`src/rtl/tkt_lock_pkg.sv`:
```
package tkt_lock_pkg;

   // Smallest counter width that keeps a full queue distinguishable from an empty one.
   function automatic int tkt_min_width(input int n_req);
      return $clog2(n_req) + 1;
   endfunction

endpackage

```
`src/rtl/tkt_dispenser.sv`:
```
module tkt_dispenser #(
   parameter int N_REQ = 4,
   parameter int TKT_W = 3
) (
   input  logic                          clk,
   input  logic                          rst_n,
   input  logic [N_REQ-1:0]              take_i,
   output logic [TKT_W-1:0]              next_o,
   output logic [N_REQ-1:0][TKT_W-1:0]   issue_o
);

   localparam int CW = $clog2(N_REQ + 1);

   logic [TKT_W-1:0] next_q;
   logic [CW-1:0]    total;

   // Each taker is offset by the takers of lower index in the same cycle.
   for (genvar i = 0; i < N_REQ; i++) begin : g_offs
      logic [CW-1:0] ahead;
      always_comb begin
         ahead = '0;
         for (int j = 0; j < i; j++) begin
            ahead = ahead + CW'(take_i[j]);
         end
         issue_o[i] = next_q + TKT_W'(ahead);
      end
   end

   always_comb begin
      total = '0;
      for (int j = 0; j < N_REQ; j++) begin
         total = total + CW'(take_i[j]);
      end
   end

   always_ff @(posedge clk) begin
      if (!rst_n) begin
         next_q <= '0;
      end else begin
         next_q <= next_q + TKT_W'(total);
      end
   end

   assign next_o = next_q;

endmodule

```
`src/rtl/tkt_slot.sv`:
```
module tkt_slot #(
   parameter int TKT_W = 3
) (
   input  logic             clk,
   input  logic             rst_n,
   input  logic             take_i,
   input  logic [TKT_W-1:0] tkt_i,
   input  logic             drop_i,
   input  logic [TKT_W-1:0] serve_i,
   output logic             held_o,
   output logic             grant_o
);

   logic             held_q;
   logic [TKT_W-1:0] tkt_q;

   always_ff @(posedge clk) begin
      if (!rst_n) begin
         held_q <= 1'b0;
         tkt_q  <= '0;
      end else if (drop_i) begin
         held_q <= 1'b0;
      end else if (take_i) begin
         held_q <= 1'b1;
         tkt_q  <= tkt_i;
      end
   end

   assign held_o  = held_q;
   assign grant_o = held_q && (tkt_q == serve_i);

endmodule

```
`src/rtl/tkt_serve_ctrl.sv`:
```
module tkt_serve_ctrl #(
   parameter int N_REQ = 4,
   parameter int TKT_W = 3
) (
   input  logic               clk,
   input  logic               rst_n,
   input  logic [N_REQ-1:0]   rel_i,
   input  logic [N_REQ-1:0]   grant_i,
   output logic [TKT_W-1:0]   serve_o,
   output logic [N_REQ-1:0]   drop_o,
   output logic               rel_err_o
);

   logic [TKT_W-1:0] serve_q;
   logic             err_q;
   logic             advance;
   logic             bad;

   assign drop_o  = rel_i & grant_i;
   assign advance = |drop_o;
   assign bad     = |(rel_i & ~grant_i);

   always_ff @(posedge clk) begin
      if (!rst_n) begin
         serve_q <= '0;
         err_q   <= 1'b0;
      end else begin
         serve_q <= serve_q + TKT_W'(advance);
         err_q   <= bad;
      end
   end

   assign serve_o   = serve_q;
   assign rel_err_o = err_q;

endmodule

```
`src/rtl/ticket_lock_ctrl.sv`:
```
module ticket_lock_ctrl #(
   parameter int N_REQ = 4,
   parameter int TKT_W = 3
) (
   input  logic               clk,
   input  logic               rst_n,
   input  logic [N_REQ-1:0]   acq_i,
   input  logic [N_REQ-1:0]   rel_i,
   output logic [N_REQ-1:0]   grant_o,
   output logic [TKT_W-1:0]   next_tkt_o,
   output logic [TKT_W-1:0]   serve_tkt_o,
   output logic [TKT_W-1:0]   queue_len_o,
   output logic               rel_err_o
);

   import tkt_lock_pkg::*;

   if (N_REQ < 1) begin : g_bad_n
      $error("ticket_lock_ctrl: N_REQ must be at least 1");
   end
   if (TKT_W < tkt_min_width(N_REQ)) begin : g_bad_w
      $error("ticket_lock_ctrl: TKT_W too narrow for N_REQ");
   end

   logic [N_REQ-1:0]            held;
   logic [N_REQ-1:0]            take;
   logic [N_REQ-1:0]            drop;
   logic [N_REQ-1:0][TKT_W-1:0] issue;
   logic [TKT_W-1:0]            next_q;
   logic [TKT_W-1:0]            serve_q;

   assign take = acq_i & ~held;

   tkt_dispenser #(.N_REQ(N_REQ), .TKT_W(TKT_W)) u_disp (
      .clk     (clk),
      .rst_n   (rst_n),
      .take_i  (take),
      .next_o  (next_q),
      .issue_o (issue)
   );

   for (genvar i = 0; i < N_REQ; i++) begin : g_slot
      tkt_slot #(.TKT_W(TKT_W)) u_slot (
         .clk     (clk),
         .rst_n   (rst_n),
         .take_i  (take[i]),
         .tkt_i   (issue[i]),
         .drop_i  (drop[i]),
         .serve_i (serve_q),
         .held_o  (held[i]),
         .grant_o (grant_o[i])
      );
   end

   tkt_serve_ctrl #(.N_REQ(N_REQ), .TKT_W(TKT_W)) u_serve (
      .clk       (clk),
      .rst_n     (rst_n),
      .rel_i     (rel_i),
      .grant_i   (grant_o),
      .serve_o   (serve_q),
      .drop_o    (drop),
      .rel_err_o (rel_err_o)
   );

   assign next_tkt_o  = next_q;
   assign serve_tkt_o = serve_q;
   assign queue_len_o = next_q - serve_q;

endmodule

```
`config.mk`:
```
export PLATFORM = sky130hd
export DESIGN_NAME = ticket_lock_ctrl
export DESIGN_NICKNAME = d
export VERILOG_FILES = /design/src/rtl/tkt_lock_pkg.sv /design/src/rtl/tkt_dispenser.sv /design/src/rtl/tkt_slot.sv /design/src/rtl/tkt_serve_ctrl.sv /design/src/rtl/ticket_lock_ctrl.sv
export SDC_FILE = /design/constraint.sdc
export NUM_CORES = 1
export LEC_CHECK = 0
export CAP_MARGIN = 15
export CORE_UTILIZATION = 52
export DETAILED_ROUTE_END_ITERATION = 8
export PLACE_DENSITY = 0.89
export RECOVER_POWER = 25
export SLEW_MARGIN = 25
export SYNTH_ARGS = -nofsm -noshare
export SYNTH_HDL_FRONTEND = slang
export SYNTH_SLANG_ARGS = --single-unit
export TNS_END_PERCENT = 100
```
`constraint.sdc`:
```
create_clock -name clk -period 3.02 [get_ports clk]
set_clock_uncertainty 0.05 [all_clocks]
set_input_delay 0.453 -clock clk [delete_from_list [all_inputs] [get_ports clk]]
set_output_delay 0.453 -clock clk [all_outputs]
set_load 0.01 [all_outputs]
```
# Word level (Yosys, flattened, before mapping)
# Cells that the tools add are included.
[classes]
n_reduce_logical = 14
n_addsub = 9
n_bitwise = 10
eq_ne = 4
[ops]
columns = ["op", "n"]
rows = [
  ["adder 3 x 1 -> 3 bit", 4],
  ["bitwise AND 4 bit", 3],
  ["== test 3 bit", 4],
  ["adder 3 bit", 3],
  ["NOT 4 bit", 2],
  ["AND reduction 2 bit", 4],
  ["OR reduction 2 bit", 4],
  ["OR reduction 4 bit", 2],
  ["NOT 1 bit", 5],
  ["logical AND 1 bit", 4],
  ["subtractor 3 bit", 1],
  ["adder 1 x 1 -> 2 bit", 1],
]
[totals]
wordCells = 48
in_bits = 10
out_inout_bits = 14
ff_bits = 23

# Longest topological paths before layout
[logic_depth]
word_depth = 6
mapped_depth = 11
depth_no_buf = 10

# Modules after synthesis
# From an unflattened synthesis, not the netlist that was laid out.
[unflattened]
hier_cells = 138
area_unflattened_um2 = 1437.6
[modules_own_cells]
columns = ["module", "area_per_inst_um2", "cells_per_inst", "n_inst", "seq_area_each_um2"]
rows = [
  ["tkt_slot", 188.9, 18, 4, 80.1],
  ["tkt_dispenser", 375.4, 35, 1, 60.1],
  ["tkt_serve_ctrl", 210.2, 20, 1, 80.1],
  ["ticket_lock_ctrl", 96.3, 11, 1, 0.0],
]

# Worst setup path before layout
# Ideal clock, no wire load.
[synth_timing]
path_kind = "input-to-reg"
startpoint = "in acq_i[0]"
endpoint = "reg u_disp.next_q[2], in the netlist u_disp.next_o[2]"
setup_time_ps = 115
t_arrival_ps = 2389
path_slack_ps = 466
cell_stages = 8
n_path_buf = 1
required_ps = 2855
path_cell_list = "nor2b_1 -> buf_2 -> inv_1 -> fa_1 -> fa_1 -> fa_1 -> xor2_1 -> and2_1"
[synth_between]
elab_chain_cells = 5
[synth_rtl]
columns = ["item", "line", "source"]
rows = [
  ["from (decl)", "ticket_lock_ctrl.sv:7", "input logic [N_REQ-1:0] acq_i,"],
  ["bitwise AND 4 bit", "ticket_lock_ctrl.sv:32", "assign take = acq_i & ~held;"],
  ["via g_slot[0].u_slot.take_i", "tkt_slot.sv:6", "input logic take_i,"],
  ["adder 1 x 1 -> 2 bit", "tkt_dispenser.sv:32", "total = total + CW'(take_i[j]);"],
  ["adder 3 x 1 -> 3 bit (2 in a row)", "tkt_dispenser.sv:32", ""],
  ["adder 3 bit", "tkt_dispenser.sv:40", "next_q <= next_q + TKT_W'(total);"],
  ["to (signal assigned)", "tkt_dispenser.sv:40", ""],
  ["to (decl)", "tkt_dispenser.sv:14", "logic [TKT_W-1:0] next_q;"],
]
# The timed path passes the listed nets, and every way through them passes these cells.
# A chain may end at the register's enable or synchronous reset.

# Final worst setup path
[layout_timing]
startpoint = "reg u_disp.next_q[0], in the netlist u_disp.next_o[0]"
endpoint = "out queue_len_o[2]"
[layout_between]
elab_chain_cells = 1
[layout_rtl]
columns = ["item", "line", "source"]
rows = [
  ["subtractor 3 bit", "ticket_lock_ctrl.sv:67", "assign queue_len_o = next_q - serve_q;"],
  ["to (decl)", "ticket_lock_ctrl.sv:12", "output logic [TKT_W-1:0] queue_len_o,"],
]
# Every way passes these cells.

==> summary.txt <==
Mapped cell area: 1410 um2
Layout Utilization: 0.648
Slew headroom: 0.517
Die area: 2930 um2
Worst Path Max Fanout: 6
Placed Instance Area: 1610 um2
Routed WL: 2780 um
Clk Latency, worst-skew pair: 0.31 ns
Max H-tree Level: 1
Die H: 54.1 um
Ranking of synthesized cells by area: dfxtp_1 (33%), xnor2_1 (9.9%), ha_1 (8.9%)
Detailed-route DRC error count: 0
Post-Synthesis Cells: 138
Final setup violation count: 0
Antenna-violating nets left: 0
Mux share of post-synthesis cell area: 0.0567
Global-route wire length before repair: 4530 um
Register area share after synthesis: 0.326
Post-route cell area: 1630 um2
Synthesis Warnings: 0
DP Cell Count: 181
Clock tree buffer depth: 2
Number of CTS-inserted buffers: 3
Layout Nets: 182
Area grow syn2layout: 15.7%
Initial Util: 0.560
Period utilization: 0.938
Final setup TNS: 0 ns
Grt ovf: 0
Std cell rows: 18
Synthesized area per cell: 10.2 um2
Worst-path clk slew: 0.13 ns
Hpwl dp: 2130 um
Register area: 462 um2
Pin count of the biggest net entering global routing: 24
Initial antenna violation count: 0
Share of the synthesized area in the top cell type: 0.326
RSZ-0062 raised after global routing: false
Filler cell count: 193
IO Pins: 24
Min cycle time layout: 2.83 ns
Yosys cell types: 23
Multi-input logic area: 806 um2
Synth Area in Compound Gates: 0.0815
PortBufs: 23
WS Path Type: reg2out
Crit end category: primary output
Vias in the first global route: 992
Largest family of logic cells by synthesized area: adder cells
CTS sink count: 23
Iter 0 DRT Violations: 16
Yosys reg bits: 23
CP Data Required Time: 2.52 ns
Leakage Power: 0.709 nW
Slew Limit Fails: 0
Post-Synth Simple-Gate Area: 0.126
Hold buffers post-CTS: 0
Core footprint: 2520 um2
Vias per cell: 5.43
Total global-route track usage: 0.225
Worst vdd ir: 0.524 mV
WL per Instance: 15.0 um
Top cell type by total area after synthesis: dfxtp_1
Worst-Margin Slew: 0.722 ns
Cell Count, Final, Fillers Out: 185
Pwr/cell area: 792 nW/um2
Post-synthesis xor/xnor area fraction: 0.135
Critical path data arrival time: 2.33 ns
TritonCTS clock tree: done
Commonest non-fill, non-tap cells in the layout: dfxtp_1 (22), clkdlybuf4s50_1 (22), xnor2_1 (16)
Die width: 54.1 um
Diode count: 0
Final Hold Fails: 0
Syn_nets: 164
GP Congestion: 0.813
Worst Hold Class: reg2reg
Vias: 1005
Startpoint types: flop
Clock Root Buffer: clkbuf_4
Post-synthesis adder-cell area fraction: 0.174
DRT Pass-1 Iters: 4
Post-CTS Setup Bufs: 0
Share of layout cells above drive strength 1: 0.0774
Outcome: complete, no violations
FMAX: 353 MHz
Max-cap check violation count: 0
synth_stat cells:
library cell,instances
a21oi_1,4
a22oi_1,2
and2_1,4
and2b_1,1
and4_4,4
buf_2,4
buf_4,4
buf_6,3
clkbuf_1,2
dfxtp_1,23
fa_1,6
ha_1,10
inv_1,14
mux2i_1,8
nand2_1,5
nor2b_1,13
o211a_1,4
o21a_1,1
o21ai_0,4
o22ai_1,2
xnor2_1,16
xnor2_2,2
xor2_1,2
kinds of logic (layout without fill, tap and decap cells):
logic type                 Yosys count  count (layout)
and+or+nand+nor                     27              27
xor gates and xnor gates            20              20
adders and majority gates           16              16
buffers and inverters               27              44
DFF                                 23              23
muxes                                8               8
AOI/OAI and AO/OA                   17              17
per-layer routing:
layer	global-route usage	vias up	part of all wire	wire [um]
met5	0	-	0	0
met4	0.0769	0	0.012	34
met3	0.0339	5	0.035	98
met2	0.398	25	0.50	1380
met1	0.272	498	0.45	1260
li1	-	477	-	-
path summary, 6_finish.rpt:
path	from	end	slack, ns	cells after the start
max	u_disp.next_o[0]	queue_len_o[2]	0.19	6
min	g_slot[3].u_slot.tkt_q[2]	g_slot[3].u_slot.tkt_q[2]	0.49	1
max reg2reg	g_slot[0].u_slot.held_o	u_disp.next_o[2]	0.58	7
min reg2reg	g_slot[3].u_slot.tkt_q[2]	g_slot[3].u_slot.tkt_q[2]	0.49	1
what timing repair did:
item                       4_1_cts  5_1_grt
hold endpoints to repair         0        0
gates resized for setup          0        1
setup endpoints to repair        0        1
power by group:
group,total [mW],switching (mW),internal [mW]
clock,0.147,0.0971,0.0496
sequential,0.474,0.102,0.372
combinational,0.675,0.289,0.386
total,1.29,0.487,0.808
state kept, by name, indices dropped and copies added (netlist names):
signal / count
u_serve.serve_o: 3
u_serve.rel_err_o: 1
g_slot.u_slot.tkt_q: 12
g_slot.u_slot.held_o: 4
u_disp.next_o: 3
area by class of cell:
| cell class | instances | area share |
|---|---|---|
| Clock buffer | 3 | 0.0138 |
| Inverter | 14 | 0.0322 |
| Clock inverter | 1 | 0.00306 |
| Sequential cell | 23 | 0.283 |
| Timing Repair Buffer | 26 | 0.152 |
| Tap cell | 30 | 0.0230 |
| Multi-Input combinational cell | 88 | 0.493 |
critical path: stages, from the launching register on:
cell             delay (ns)
dfxtp_2                0.42
inv_1                  0.10
ha_1                   0.21
fa_1                   0.38
xnor2_1                0.19
xnor2_1                0.15
clkdlybuf4s50_1        0.56
stage by stage:
stage	hold WS, ns	worst slack [ns]	total power, mW
global route	0.512	0.0654	1.40
global placement	0.454	0.0544	1.13
detailed placement	0.461	-0.0443	1.17
finish	0.489	0.188	1.29
floorplan	0.442	0.466	0.916
CTS	0.492	0.0643	1.31
Note: power is estimated with default switching activity, not from simulation.
